==> config.mk <==
export PLATFORM = sky130hd
export DESIGN_NAME = bus_cycle_seq
export DESIGN_NICKNAME = d
export VERILOG_FILES = /design/src/rtl/bcs_pkg.sv /design/src/rtl/bcs_fsm.sv /design/src/rtl/bcs_addr_latch.sv /design/src/rtl/bcs_cmd_decode.sv /design/src/rtl/bus_cycle_seq.sv
export SDC_FILE = /design/constraint.sdc
export NUM_CORES = 1
export LEC_CHECK = 0
export BUFFER_PORTS_ARGS = -buffer_cell sky130_fd_sc_hd__buf_2
export CAP_MARGIN = 40
export CORE_MARGIN = 2
export CORE_UTILIZATION = 45
export DETAILED_ROUTE_END_ITERATION = 6
export MAX_ROUTING_LAYER = met4
export PLACE_DENSITY = 0.75
export SKIP_LAST_GASP = 1
export SLEW_MARGIN = 40
export SYNTH_ARGS = -nofsm -noshare
export SYNTH_HDL_FRONTEND = slang
export SYNTH_SLANG_ARGS = --single-unit
==> constraint.sdc <==
create_clock -name clk -period 5 [get_ports clk]
set_clock_uncertainty 0.1 [all_clocks]
set_input_delay 0.5 -clock clk [delete_from_list [all_inputs] [get_ports clk]]
set_output_delay 0.5 -clock clk [all_outputs]
set_load 0.02 [all_outputs]
==> src/rtl/bcs_pkg.sv <==
package bcs_pkg;
  typedef enum logic [1:0] {
    ST_IDLE = 2'b00,
    ST_ADDR = 2'b01,
    ST_REQ  = 2'b10
  } bcs_state_e;

  typedef enum logic [1:0] {
    SP_MEM_LOCK = 2'b00,
    SP_MEM      = 2'b01,
    SP_IO       = 2'b10,
    SP_XREG     = 2'b11
  } bcs_space_e;

  localparam int SPACE_W = 2;
  localparam int NUM_CMD = 2 ** (SPACE_W + 1);
endpackage

==> src/rtl/bcs_fsm.sv <==
module bcs_fsm
  import bcs_pkg::*;
#(
  parameter int W           = 16,
  parameter int ADDR_TICKS  = 2,
  parameter int FIRST_TICKS = 3,
  parameter int RETRY_TICKS = 2
) (
  input  logic               clk,
  input  logic               rst_n,
  input  logic               start,
  input  logic [W-1:0]       start_addr,
  input  logic [SPACE_W-1:0] start_space,
  input  logic               start_wr,
  input  logic [W-1:0]       start_wdata,
  input  logic               rdy,
  input  logic [W-1:0]       ad_in,
  output logic               busy,
  output logic               done,
  output logic [W-1:0]       rd_data,
  output logic               astrb,
  output logic               req_active,
  output logic [W-1:0]       ad_out,
  output logic               ad_oe,
  output logic [SPACE_W-1:0] space_o,
  output logic               wr_o
);
  localparam int MAXT = (ADDR_TICKS > FIRST_TICKS) ? ADDR_TICKS : FIRST_TICKS;
  localparam int CW   = $clog2(MAXT + 1);
  localparam logic [CW-1:0] ADDR_LAST  = CW'(ADDR_TICKS - 1);
  localparam logic [CW-1:0] SAMPLE_AT  = CW'(FIRST_TICKS - 1);
  localparam logic [CW-1:0] RETRY_FROM = CW'(FIRST_TICKS - RETRY_TICKS);

  bcs_state_e         st_q, st_d;
  logic [CW-1:0]      cnt_q, cnt_d;
  logic [W-1:0]       addr_q, wdata_q, rdata_q;
  logic [SPACE_W-1:0] space_q;
  logic               wr_q, done_q;
  logic               load, finish;

  always_comb begin
    st_d   = st_q;
    cnt_d  = cnt_q;
    load   = 1'b0;
    finish = 1'b0;
    case (st_q)
      ST_IDLE: begin
        if (start) begin
          st_d  = ST_ADDR;
          cnt_d = '0;
          load  = 1'b1;
        end
      end
      ST_ADDR: begin
        if (cnt_q == ADDR_LAST) begin
          st_d  = ST_REQ;
          cnt_d = '0;
        end else begin
          cnt_d = cnt_q + 1'b1;
        end
      end
      ST_REQ: begin
        if (cnt_q == SAMPLE_AT) begin
          if (rdy) begin
            st_d   = ST_IDLE;
            cnt_d  = '0;
            finish = 1'b1;
          end else begin
            cnt_d = RETRY_FROM;
          end
        end else begin
          cnt_d = cnt_q + 1'b1;
        end
      end
      default: begin
        st_d  = ST_IDLE;
        cnt_d = '0;
      end
    endcase
  end

  always_ff @(posedge clk or negedge rst_n) begin
    if (!rst_n) begin
      st_q  <= ST_IDLE;
      cnt_q <= '0;
    end else begin
      st_q  <= st_d;
      cnt_q <= cnt_d;
    end
  end

  always_ff @(posedge clk or negedge rst_n) begin
    if (!rst_n) begin
      addr_q  <= '0;
      wdata_q <= '0;
      space_q <= '0;
      wr_q    <= 1'b0;
    end else if (load) begin
      addr_q  <= start_addr;
      wdata_q <= start_wdata;
      space_q <= start_space;
      wr_q    <= start_wr;
    end
  end

  always_ff @(posedge clk or negedge rst_n) begin
    if (!rst_n) begin
      done_q  <= 1'b0;
      rdata_q <= '0;
    end else begin
      done_q <= finish;
      if (finish && !wr_q) begin
        rdata_q <= ad_in;
      end
    end
  end

  assign busy       = (st_q != ST_IDLE);
  assign done       = done_q;
  assign rd_data    = rdata_q;
  assign astrb      = (st_q == ST_ADDR);
  assign req_active = (st_q == ST_REQ);
  assign ad_out     = (st_q == ST_ADDR) ? addr_q : wdata_q;
  assign ad_oe      = (st_q == ST_ADDR) || ((st_q == ST_REQ) && wr_q);
  assign space_o    = space_q;
  assign wr_o       = wr_q;

  AST_ADDR_PHASE_LEN: assert property (@(posedge clk) disable iff (!rst_n)
    $fell(astrb) |-> $past(astrb, 2));
  AST_REQ_AFTER_STROBE: assert property (@(posedge clk) disable iff (!rst_n)
    $rose(req_active) |-> $past(astrb));
  AST_DONE_ONE_TICK: assert property (@(posedge clk) disable iff (!rst_n)
    done |=> !done);
  AST_DONE_ENDS_REQ: assert property (@(posedge clk) disable iff (!rst_n)
    done |-> (!req_active && $past(req_active)));
  AST_BUSY_KEEPS_ADDR: assert property (@(posedge clk) disable iff (!rst_n)
    (busy && start) |=> $stable(addr_q));
endmodule

==> src/rtl/bcs_addr_latch.sv <==
module bcs_addr_latch #(
  parameter int W = 16
) (
  input  logic         clk,
  input  logic         rst_n,
  input  logic         strobe,
  input  logic [W-1:0] bus,
  output logic [W-1:0] lat_addr
);
  logic         strobe_d;
  logic [W-1:0] bus_d, addr_q;
  logic         trail;

  assign trail = strobe_d && !strobe;

  always_ff @(posedge clk or negedge rst_n) begin
    if (!rst_n) begin
      strobe_d <= 1'b0;
      bus_d    <= '0;
    end else begin
      strobe_d <= strobe;
      bus_d    <= bus;
    end
  end

  always_ff @(posedge clk or negedge rst_n) begin
    if (!rst_n) begin
      addr_q <= '0;
    end else if (trail) begin
      addr_q <= bus_d;
    end
  end

  assign lat_addr = addr_q;

  AST_LATCH_ON_TRAIL: assert property (@(posedge clk) disable iff (!rst_n)
    $fell(strobe) |=> (lat_addr == $past(bus, 2)));
endmodule

==> src/rtl/bcs_cmd_decode.sv <==
module bcs_cmd_decode
  import bcs_pkg::*;
(
  input  logic               clk,
  input  logic               rst_n,
  input  logic               active,
  input  logic [SPACE_W-1:0] space,
  input  logic               wr,
  output logic [NUM_CMD-1:0] cmd_n
);
  logic [SPACE_W:0] sel;
  assign sel = {space, wr};

  for (genvar g = 0; g < NUM_CMD; g++) begin : g_cmd
    assign cmd_n[g] = !(active && (sel == (SPACE_W + 1)'(g)));
  end

  AST_ONE_CMD_LOW: assert property (@(posedge clk) disable iff (!rst_n)
    active |-> ($countones(~cmd_n) == 1));
  AST_CMD_QUIET_IDLE: assert property (@(posedge clk) disable iff (!rst_n)
    !active |-> $onehot0(~cmd_n) && (cmd_n[sel] == 1'b1));
endmodule

==> src/rtl/bus_cycle_seq.sv <==
module bus_cycle_seq
  import bcs_pkg::*;
#(
  parameter int W           = 16,
  parameter int ADDR_TICKS  = 2,
  parameter int FIRST_TICKS = 3,
  parameter int RETRY_TICKS = 2
) (
  input  logic               clk,
  input  logic               rst_n,
  input  logic               start,
  input  logic [W-1:0]       start_addr,
  input  logic [SPACE_W-1:0] start_space,
  input  logic               start_wr,
  input  logic [W-1:0]       start_wdata,
  output logic               busy,
  output logic               done,
  output logic [W-1:0]       rd_data,
  output logic [W-1:0]       ad_out,
  output logic               ad_oe,
  input  logic [W-1:0]       ad_in,
  output logic               addr_strobe,
  output logic               req_n,
  input  logic               rdy,
  output logic [W-1:0]       lat_addr,
  output logic               lat_oe,
  output logic [NUM_CMD-1:0] cmd_n,
  output logic               cmd_oe,
  output logic               buf_dir,
  output logic               buf_oe,
  input  logic               dma_en
);
  logic [1:0]         rst_sync_q;
  logic               rst_ni;
  logic               req_active, wr_q;
  logic [SPACE_W-1:0] space_q;

  always_ff @(posedge clk or negedge rst_n) begin
    if (!rst_n) begin
      rst_sync_q <= 2'b00;
    end else begin
      rst_sync_q <= {rst_sync_q[0], 1'b1};
    end
  end
  assign rst_ni = rst_sync_q[1];

  bcs_fsm #(
    .W(W), .ADDR_TICKS(ADDR_TICKS), .FIRST_TICKS(FIRST_TICKS), .RETRY_TICKS(RETRY_TICKS)
  ) u_fsm (
    .clk(clk), .rst_n(rst_ni),
    .start(start), .start_addr(start_addr), .start_space(start_space),
    .start_wr(start_wr), .start_wdata(start_wdata),
    .rdy(rdy), .ad_in(ad_in),
    .busy(busy), .done(done), .rd_data(rd_data),
    .astrb(addr_strobe), .req_active(req_active),
    .ad_out(ad_out), .ad_oe(ad_oe),
    .space_o(space_q), .wr_o(wr_q)
  );

  bcs_addr_latch #(.W(W)) u_latch (
    .clk(clk), .rst_n(rst_ni), .strobe(addr_strobe), .bus(ad_out), .lat_addr(lat_addr)
  );

  bcs_cmd_decode u_dec (
    .clk(clk), .rst_n(rst_ni), .active(req_active), .space(space_q), .wr(wr_q), .cmd_n(cmd_n)
  );

  assign req_n   = !req_active;
  assign buf_oe  = req_active;
  assign buf_dir = wr_q;
  assign lat_oe  = !dma_en;
  assign cmd_oe  = !dma_en;

  AST_BUF_ONLY_IN_REQ: assert property (@(posedge clk) disable iff (!rst_ni)
    buf_oe |-> (!req_n && !addr_strobe));
  AST_DMA_FLOATS: assert property (@(posedge clk) disable iff (!rst_ni)
    dma_en |-> (!lat_oe && !cmd_oe));
endmodule

== Yosys cells after proc, flatten, opt, wreduce, memory -nomap -nowiden ==
Cells that the tools add are included.

* $add $sub $neg: 1
* Equal/unequal tests: 15
* Mux-type cells: 16
* Reductions and logical operators: 28

{| class="wikitable"
|+ Operators with widths
! kind !! number
|-
| 16-bit 2-to-1 mux || 1
|-
| 2-bit 2-to-1 mux || 7
|-
| 3-bit == test, second input constant || 4
|-
| 1-bit logical NOT || 12
|-
| 2-bit one-hot mux with 3 select lines || 2
|-
| 1-bit logical AND || 11
|-
| 3-bit by 2-bit == test with 1-bit output, second input constant || 2
|-
| 1-bit 2-to-1 mux || 6
|-
| 2-bit inequality test, second input constant || 3
|-
| 2-bit by 1-bit == test with 1-bit output, second input constant || 2
|-
| 2-bit == test, second input constant || 2
|-
| 4-bit AND reduction || 1
|-
| 3-bit by 1-bit == test with 1-bit output, second input constant || 1
|-
| 3-bit logical NOT || 1
|-
| 2-bit by 1-bit adder with 2-bit output, second input constant || 1
|-
| 2-bit logical NOT || 1
|-
| 2-bit by 1-bit inequality test with 1-bit output, second input constant || 1
|-
| 2-bit nonzero test || 1
|-
| 1-bit logical OR || 1
|}

* Register bits after elaboration: 91
* Bits of input ports: 56
* Output and inout port bits: 65

== Depth between registers and ports, before layout ==
Gate-level depths: netlist (run 1).

* Depth in word-level cells: 4
* Mapped depth: 7
* Gate-level depth less buffers: 5

== Cells and area by module ==
Synthesis (run 1) repeated with hierarchy kept, for this count alone.

* Cells, all modules: 235
* Area total of the unflattened synthesis: 3,704.8 µm²

{| class="wikitable"
|+ By module, submodules not included
! module !! instances !! cells an instance !! area an instance (µm²) !! seq. area each (µm²)
|-
| bcs_fsm || 1 || 169 || 2,471.1 || 1,401.3
|-
| bcs_addr_latch || 1 || 52 || 1,088.5 || 825.8
|-
| bcs_cmd_decode || 1 || 8 || 76.3 || 0.0
|-
| bus_cycle_seq || 1 || 6 || 68.8 || 50.0
|}

== Least setup slack after synthesis (run 1) ==
No wires, ideal clock.

* Kind: reg-to-output
* From: register u_fsm.st_q[1]
* To: output port ad_out[10]
* Data arrival time: 1,613 ps
* Path slack: 2,787 ps
* Cell stages (with the launch flop): 5
* Path buffers: 1
* Cells stage by stage: dfrtp_1 inv_1 ha_1 clkbuf_1 mux2_2

* Cells in the longest elaborated chain, start to end: 2

{| class="wikitable"
|+ RTL lines
! element !! line !! source
|-
| start: declaration || bcs_fsm.sv:34 || <nowiki>bcs_state_e st_q, st_d;</nowiki>
|-
| start signal: assignment || bcs_fsm.sv:87 || <nowiki>st_q <= st_d;</nowiki>
|-
| 2-bit by 1-bit == test with 1-bit output || -- ||
|-
| via addr_strobe || bus_cycle_seq.sv:22 || <nowiki>output logic addr_strobe,</nowiki>
|-
| 16-bit 2-to-1 mux || bcs_fsm.sv:123 || <nowiki>assign ad_out = (st_q == ST_ADDR) ? addr_q : wdata_q;</nowiki>
|-
| end: declaration || bus_cycle_seq.sv:19 || <nowiki>output logic [W-1:0] ad_out,</nowiki>
|}

The timed path passes the listed nets, and every way through them passes these cells.

== Worst setup path in the final report (run 1) ==
* From: register u_fsm.st_q[1]
* To: output port ad_out[14]

* Cells in the longest elaborated chain, start to end: 2

{| class="wikitable"
|+ RTL lines
! element !! line
|-
| 2-bit by 1-bit == test with 1-bit output || bcs_fsm.sv:123
|-
| 16-bit 2-to-1 mux || bcs_fsm.sv:123
|}

Every way passes these cells.

==> out/qor.log, run 1 <==
INFO  outcome        result_of_the_run=completed
INFO  sta            max_freq=342MHz
INFO  route          vias=2275
INFO  place          hpwl=5.08mm
INFO  sta            final_setup_violations=0
INFO  sta            finalWorstPathRequiredPeriod=2.93ns
INFO  clock_tree     cts_tree=done
INFO  global_routing number_of_global_route_vias_before_repair=2366
INFO  cells_and_area fraction_of_final_layout_cells_sized_beyond_drive_strength_1=0.634
INFO  route          detail_route.vias_per_cell=4.88
INFO  cells_and_area area.growth.synth_to_final=25.3%
INFO  floorplanning  die_h=94.0um
INFO  logic_synthesis post_synth_main_area_contributors=sky130_fd_sc_hd__dfrtp_1 63%, sky130_fd_sc_hd__mux2_2 23%, sky130_fd_sc_hd__mux2_4 4.1%
INFO  sta            finalHoldWorstSlack=0.111ns
INFO  setup_path     cp.required=4.40ns
INFO  clock_tree     cts.root.buffer_cell=sky130_fd_sc_hd__clkbuf_8
INFO  floorplanning  total_die_area=8830um^2
INFO  logic_synthesis synth_seq_cells=91
INFO  power_and_ir_drop p_leak=2.24nW
INFO  logic_synthesis synth_compound_area_frac=0.0124
INFO  floorplanning  io-pin-count=121
INFO  setup_path     critical-path-max-stage-delay=0.58ns
INFO  logic_synthesis synth.yosys.seq_area_share=0.625
INFO  logic_synthesis syn_area_per_cell=15.7um^2
INFO  sta            hold_viol=0
INFO  route          drcViolationCount=0
INFO  power_and_ir_drop ir_drop=0.000308V
INFO  cells_and_area commonest_non_fill_non_tap_cell_in_the_layout=sky130_fd_sc_hd__buf_2
INFO  cells_and_area design.final.nets=419
INFO  sta            final.setup.tns=0ns
INFO  setup_path     worstPathArrival=2.33ns
INFO  sta            max_slew_margin=0.570
INFO  logic_synthesis synth_warnings=0
INFO  global_routing grt_max_degree=39
INFO  logic_synthesis synth-adder-area-share=0.0172
INFO  clock_tree     clkSinkCount=91
INFO  power_and_ir_drop powerDensity=630nW/um^2
INFO  place          numPortBuffers=120
INFO  logic_synthesis post_synth_and_or_nand_nor_area_fraction=0.0440
INFO  logic_synthesis netlist-cell-type-count=27
INFO  floorplanning  placement_rows=32
INFO  logic_synthesis yosys.area.top_type_share=0.625
INFO  floorplanning  fp.dieW=94.0um
INFO  global_routing grt_usage=0.169
INFO  clock_tree     worst_setup_hold_path_clk_slew=0.09ns
INFO  setup_path     cp-end-kind=primary output
INFO  route          dr.first_iter.drc_count=70
INFO  route          routed_wl=6.87mm
INFO  flow_run       cap_violations=0
INFO  route          postRouteAntennaNets=0
INFO  sta            worst-slew-pin-transition=0.645ns
INFO  clock_tree     cts_max_path_buffers=2
INFO  route          wire_per_inst=14.8um
INFO  logic_synthesis synth_top_area_cell=sky130_fd_sc_hd__dfrtp_1
INFO  sta            grt_setup_unrepaired=no
INFO  sta            timing.final.crit_share=0.585
INFO  clock_tree     cts-htree-levels=3
INFO  clock_tree     cts_resized=0
INFO  logic_synthesis postSynthCellCount=232
INFO  cells_and_area n_fill_cell=655
INFO  route          drt_first_pass_iters=6
INFO  place          gpl.final_weighted_congestion=0.749
INFO  worst_hold_path min-delay-path-class=reg2async
INFO  logic_synthesis dominant_combinational_cell_family_by_area_after_synthesis=multiplexers
INFO  setup_path     critical-path-slowest-cell=sky130_fd_sc_hd__ha_1
INFO  global_routing globalRoute.totalOverflow=0
INFO  clock_tree     worstSkewPairLatency=0.34ns
INFO  clock_tree     post_cts_setup_buffer_count=0
INFO  setup_path     timing_worst_setup_path_type=reg2out
INFO  clock_tree     cts.hold.buffers_added=1
INFO  logic_synthesis netlist_area=3640um^2
INFO  logic_synthesis yosys.area_share.xor_xnor=0
INFO  floorplanning  fp.coreArea=7770um^2
INFO  logic_synthesis synth.net_count=293
INFO  setup_path     cp_cell_sequence=inv_1 > ha_1 > buf_4 > mux2_2 > buf_2
INFO  sta            slew_violations=0
INFO  clock_tree     number_of_buffers_created_by_cts=9
INFO  setup_path     critical_path_peak_fanout=14
INFO  setup_path     cp-start-kind=register
INFO  global_routing initial_antenna_violation_count=1
INFO  cells_and_area final_cell_mix=120 x sky130_fd_sc_hd__buf_2, 90 x sky130_fd_sc_hd__dfrtp_1, 74 x sky130_fd_sc_hd__mux2_2
INFO  floorplanning  start_util=0.469
INFO  global_routing grt_first_pass_wirelength=11.2mm
INFO  logic_synthesis synthMuxAreaShare=0.270
[Yosys cell counts]
master                     instances
sky130_fd_sc_hd__a21o_2            1
sky130_fd_sc_hd__a21oi_1           1
sky130_fd_sc_hd__a221oi_1          1
sky130_fd_sc_hd__a31oi_1           1
sky130_fd_sc_hd__buf_12            1
sky130_fd_sc_hd__buf_2             6
sky130_fd_sc_hd__buf_4             1
sky130_fd_sc_hd__buf_6             1
sky130_fd_sc_hd__clkbuf_1          1
sky130_fd_sc_hd__clkbuf_2          1
sky130_fd_sc_hd__conb_1            1
sky130_fd_sc_hd__dfrtp_1          91
sky130_fd_sc_hd__ha_1              5
sky130_fd_sc_hd__inv_1             6
sky130_fd_sc_hd__inv_6             1
sky130_fd_sc_hd__mux2_2           74
sky130_fd_sc_hd__mux2_4           10
sky130_fd_sc_hd__nand2_1           4
sky130_fd_sc_hd__nand2b_1          2
sky130_fd_sc_hd__nand3_1           7
sky130_fd_sc_hd__nand3b_4          1
sky130_fd_sc_hd__nand4_1           3
sky130_fd_sc_hd__nor2_1            3
sky130_fd_sc_hd__nor2b_1           5
sky130_fd_sc_hd__nor3_4            1
sky130_fd_sc_hd__o21ai_0           2
sky130_fd_sc_hd__o22ai_1           1
[metal layers]
metal	global-route usage	share of wire	vias up
met2	0.268	0.47	92
met1	0.214	0.44	1122
met4	0.0507	0.0028	0
li1	-	-	1058
met3	0.0474	0.082	3
met5	-	0	-
[flip-flops by register name, indices dropped and copies added, names as in the netlist]
name              flops
rst_sync_q            2
u_fsm.addr_q         16
u_fsm.cnt_q           2
u_fsm.done            1
u_fsm.rd_data        16
u_fsm.space_o         2
u_fsm.st_q            2
u_fsm.wdata_q        16
u_fsm.wr_o            1
u_latch.bus_d        16
u_latch.lat_addr     16
u_latch.strobe_d      1
[through the flow]
stage | cells | util | instance area [um^2] | power, W | setup WS [ns]
5_1_grt | 466 | 0.587 | 4560 | 0.00308 | 1.89
6_report | 466 | 0.587 | 4560 | 0.00287 | 2.07
3_5_place_dp | 447 | 0.561 | 4360 | 0.00246 | 2.43
2_1_floorplan | 232 | - | 3640 | 0.00208 | 2.18
4_1_cts | 464 | 0.586 | 4550 | 0.00292 | 2.02
3_3_place_gp | 445 | 0.555 | 4310 | 0.00242 | 2.48
[cells by family (layout without fill, tap and decap cells)]
logic type	count (synthesis)	after routing
buffers and inverters	18	149
muxes	84	84
DFF	91	91
adders and majority gates	5	5
and+or+nand+nor	26	26
other	1	2
AOI/OAI and AO/OA	7	7
[power breakdown]
part	internal, W	switching [W]
registers	0.00104	0.000152
logic	0.000576	0.000661
clock network	0.000199	0.000246
[worst max-delay path: cells and delay by family (launching register included)]
kind	cells	cell delay, ns
muxes	1	0.37
buffers and inverters	3	0.61
adders and majority gates	1	0.58
DFF	1	0.43
[path summary, 6_finish.rpt]
check / end / startpoint / depth (start not counted) / slack [ns]
max in group asynchronous: u_fsm.rd_data[6] / rst_sync_q[1] / 1 / 4.20
setup reg to reg: u_fsm.rd_data[11] / u_fsm.st_q[0] / 6 / 2.76
hold reg to reg: u_fsm.wdata_q[1] / rst_sync_q[1] / 0 / 0.11
min in group clk: rst_sync_q[1] / rst_sync_q[0] / 0 / 0.26
hold / removal: u_fsm.wdata_q[1] / rst_sync_q[1] / 0 / 0.11
setup / recovery: ad_out[14] / u_fsm.st_q[1] / 5 / 2.07
[area by class of cell]
cell class                      count  area (um^2)  area share
Timing Repair Buffer              126          677       0.148
Multi-Input combinational cell    123         1260       0.277
Antenna cell                        1         2.50    0.000549
Clock buffer                       12          145      0.0318
Clock inverter                      4         32.5     0.00713
Inverter                            7         31.3     0.00686
Sequential cell                    91         2280       0.500
Tap cell                          102          128      0.0280
Note: power is estimated with default switching activity, not from simulation.
==> inputs of run 2 (changes only) <==
--- a/config.mk
+++ b/config.mk
@@ -5,6 +5,7 @@
 export SDC_FILE = /design/constraint.sdc
 export NUM_CORES = 1
 export LEC_CHECK = 0
+export ABC_AREA = 1
 export BUFFER_PORTS_ARGS = -buffer_cell sky130_fd_sc_hd__buf_2
 export CAP_MARGIN = 40
 export CORE_MARGIN = 2
==> constraint.sdc (replaced) <==
create_clock -name clk -period 3 [get_ports clk]
set_clock_uncertainty 0.1 [all_clocks]
set_input_delay 0.3 -clock clk [delete_from_list [all_inputs] [get_ports clk]]
set_output_delay 0.3 -clock clk [all_outputs]
set_load 0.02 [all_outputs]
==> run 2 against run 1 <==
  * Global-route usage is 2.5 points higher
  * Sequential power grew 68%
  * Non-clock buffer count grew 2
  * Combinational power increased by 57%
  * Largest power group is now sequential cells
==> out/qor.log, run 2 <==
INFO  logic_synthesis synth_compound_area_frac=0.0110
INFO  sta            max_freq=418MHz
INFO  setup_path     critical_path_peak_fanout=19
INFO  sta            hold_viol=0
INFO  place          pre_cts_slack=0.917ns
INFO  floorplanning  total_die_area=8840um^2
INFO  route          vias=2739
INFO  setup_path     cp_common_cell=sky130_fd_sc_hd__inv_1
INFO  place          placed_cells=565
INFO  cells_and_area final_cell_mix=149 x sky130_fd_sc_hd__nand2_1, 120 x sky130_fd_sc_hd__buf_2, 90 x sky130_fd_sc_hd__dfrtp_1
INFO  route          routed_wl=7.76mm
INFO  floorplanning  placement_rows=32
INFO  setup_path     worstPathArrival=1.99ns
INFO  cells_and_area commonest_non_fill_non_tap_cell_in_the_layout=sky130_fd_sc_hd__nand2_1
INFO  logic_synthesis synth_seq_cells=91
INFO  clock_tree     clkSinkCount=91
INFO  clock_tree     number_of_buffers_created_by_cts=9
INFO  clock_tree     cts.root.buffer_cell=sky130_fd_sc_hd__clkbuf_8
INFO  setup_path     cp-start-kind=register
INFO  clock_tree     worstSkewPairLatency=0.35ns
INFO  cells_and_area n_fill_cell=719
INFO  power_and_ir_drop powerDensity=1040nW/um^2
INFO  logic_synthesis dominant_combinational_cell_family_by_area_after_synthesis=simple AND/OR/NAND/NOR gates
INFO  power_and_ir_drop ir_drop=0.000459V
INFO  sta            final_critical_path_setup_slack=0.610ns
INFO  outcome        result_of_the_run=completed
INFO  logic_synthesis synth_top_area_cell=sky130_fd_sc_hd__dfrtp_1
INFO  logic_synthesis netlist-cell-type-count=20
INFO  clock_tree     cts.hold.buffers_added=1
INFO  clock_tree     post_cts_setup_buffer_count=0
INFO  global_routing number_of_global_route_vias_before_repair=2700
INFO  logic_synthesis yosys.area.top_type_share=0.624
INFO  cells_and_area antenna_cells_inserted=0
INFO  sta            finalWorstPathRequiredPeriod=2.39ns
INFO  logic_synthesis most_frequently_used_cell_type_in_the_post_synthesis_netlist=sky130_fd_sc_hd__nand2_1
INFO  logic_synthesis synth-adder-area-share=0.0171
INFO  sta            final_setup_violations=0
INFO  logic_synthesis post_synth_most_frequent_cells=149 x sky130_fd_sc_hd__nand2_1, 91 x sky130_fd_sc_hd__dfrtp_1, 31 x sky130_fd_sc_hd__mux2_2
INFO  logic_synthesis synth.yosys.seq_area_share=0.624
INFO  floorplanning  start_util=0.467
INFO  setup_path     cp.required=2.60ns
INFO  global_routing grt_first_pass_wirelength=12.7mm
INFO  route          detail_route.vias_per_cell=4.71
INFO  route          wire_per_inst=13.3um
INFO  logic_synthesis post_synth_main_area_contributors=sky130_fd_sc_hd__dfrtp_1 62%, sky130_fd_sc_hd__nand2_1 15%, sky130_fd_sc_hd__mux2_2 9.6%
INFO  sta            worst-slew-pin-transition=0.610ns
INFO  place          numPortBuffers=120
INFO  setup_path     timing_worst_setup_path_type=reg2out
INFO  global_routing grt_max_degree=34
INFO  clock_tree     cts_resized=0
INFO  flow_run       cap_violations=0
INFO  place          hpwl=5.80mm
INFO  clock_tree     cts_max_path_buffers=2
INFO  clock_tree     cts_tree=done
INFO  setup_path     critical-path-slowest-cell=sky130_fd_sc_hd__ha_1
INFO  sta            timing.final.crit_share=0.797
INFO  power_and_ir_drop p_leak=2.50nW
INFO  route          postRouteAntennaNets=0
INFO  logic_synthesis synth_warnings=0
INFO  place          gpl.final_weighted_congestion=0.820
INFO  logic_synthesis syn_area_per_cell=10.4um^2
INFO  setup_path     critical_path.n_buffers_inverters=4
INFO  floorplanning  die_h=94.0um
INFO  cells_and_area design.final.nets=536
INFO  floorplanning  fp.coreArea=7810um^2
INFO  setup_path     cp-end-kind=primary output
INFO  worst_hold_path min-delay-path-class=in2reg
INFO  setup_path     critical-path-max-stage-delay=0.45ns
INFO  floorplanning  io-pin-count=121
INFO  route          drcViolationCount=0
INFO  sta            final.setup.tns=0ns
INFO  logic_synthesis synthMuxAreaShare=0.0957
INFO  logic_synthesis synth_enable_flop_cells=0
INFO  global_routing globalRoute.totalOverflow=0
INFO  clock_tree     worst_setup_hold_path_clk_slew=0.09ns
INFO  clock_tree     cts-htree-levels=3
INFO  logic_synthesis synth.net_count=412
INFO  global_routing initial_antenna_violation_count=0
INFO  sta            slew_violations=0
INFO  sta            grt_setup_unrepaired=no
INFO  logic_synthesis netlist_area=3650um^2
INFO  sta            finalHoldWorstSlack=0.0361ns
INFO  logic_synthesis synth-main-ff-cell=sky130_fd_sc_hd__dfrtp_1
INFO  floorplanning  fp.dieW=94.0um
INFO  cells_and_area fraction_of_final_layout_cells_sized_beyond_drive_strength_1=0.377
INFO  cells_and_area area.growth.synth_to_final=24.8%
INFO  sta            max_slew_margin=0.593
INFO  global_routing grt_usage=0.194
INFO  setup_path     critical-path-top-delay-family=buffers and inverters
INFO  cells_and_area fin_cells=582
INFO  logic_synthesis post_synth_and_or_nand_nor_area_fraction=0.209
INFO  setup_path     cp_cell_sequence=inv_1 > ha_1 > inv_1 > buf_4 > o21ai_0 > buf_2
INFO  logic_synthesis async_reset_ff_frac=1.00
INFO  logic_synthesis yosys.area_share.xor_xnor=0
INFO  route          drt_first_pass_iters=5
INFO  route          dr.first_iter.drc_count=81
INFO  logic_synthesis postSynthCellCount=351
run 2: per-stage QoR:
| step | util | cell area (um^2) | power, W |
|---|---|---|---|
| 4_1_cts | 0.583 | 4550 | 0.00478 |
| 3_5_place_dp | 0.558 | 4360 | 0.00401 |
| 5_1_grt | 0.583 | 4550 | 0.00508 |
| 6_report | 0.583 | 4550 | 0.00472 |
| 2_1_floorplan | - | 3650 | 0.00335 |
| 3_3_place_gp | 0.553 | 4320 | 0.00394 |
run 2: kinds of logic after synthesis:
logic type / after synthesis
simple gates: 185
mux: 31
fa+ha+maj: 5
flops: 91
compound gates: 8
other cells: 1
buf+inv: 30
run 2: final timing paths:
check,start,to,slack [ns],cells after the start
worst min-delay path,ad_in[15],u_fsm.rd_data[15],0.04,3
worst max-delay path,u_fsm.st_q[1],ad_oe,0.61,6
worst max register to register,u_fsm.st_q[1],u_latch.lat_addr[13],0.92,7
worst min register to register,rst_sync_q[1],u_fsm.rd_data[6],0.18,0
min in group asynchronous,rst_n,rst_sync_q[1],0.16,2
max in group asynchronous,rst_sync_q[1],u_latch.bus_d[9],2.11,1
run 2: worst register-to-register path: cells and delay by family (launching register included):
kind,cells,cell delay (ns)
buffers and inverters,3,0.45
adders and majority gates,1,0.45
and+or+nand+nor,3,0.59
DFF,1,0.42
run 2: routing by layer:
metal / up-vias / part of all wire / GRT usage
li1: 1355 / - / -
met1: 1302 / 0.42 / 0.243
met2: 66 / 0.52 / 0.308
met3: 16 / 0.043 / 0.0337
met4: 0 / 0.020 / 0.0954
met5: - / 0 / -
run 2: report_power, final:
part | switching [W] | internal (W) | leakage, nW
clock | 0.000450 | 0.000316 | 0.0925
sequential | 0.000285 | 0.00172 | 1.13
combinational | 0.00122 | 0.000728 | 1.28
run 2: final cells by class:
class / instances / area (um^2) / share of cell area
Multi-Input combinational cell: 230 / 1220 / 0.267
Tap cell: 102 / 128 / 0.0280
Timing Repair Buffer: 128 / 688 / 0.151
Inverter: 15 / 56.3 / 0.0124
Clock inverter: 7 / 58.8 / 0.0129
Clock buffer: 9 / 124 / 0.0272
Sequential cell: 91 / 2280 / 0.501
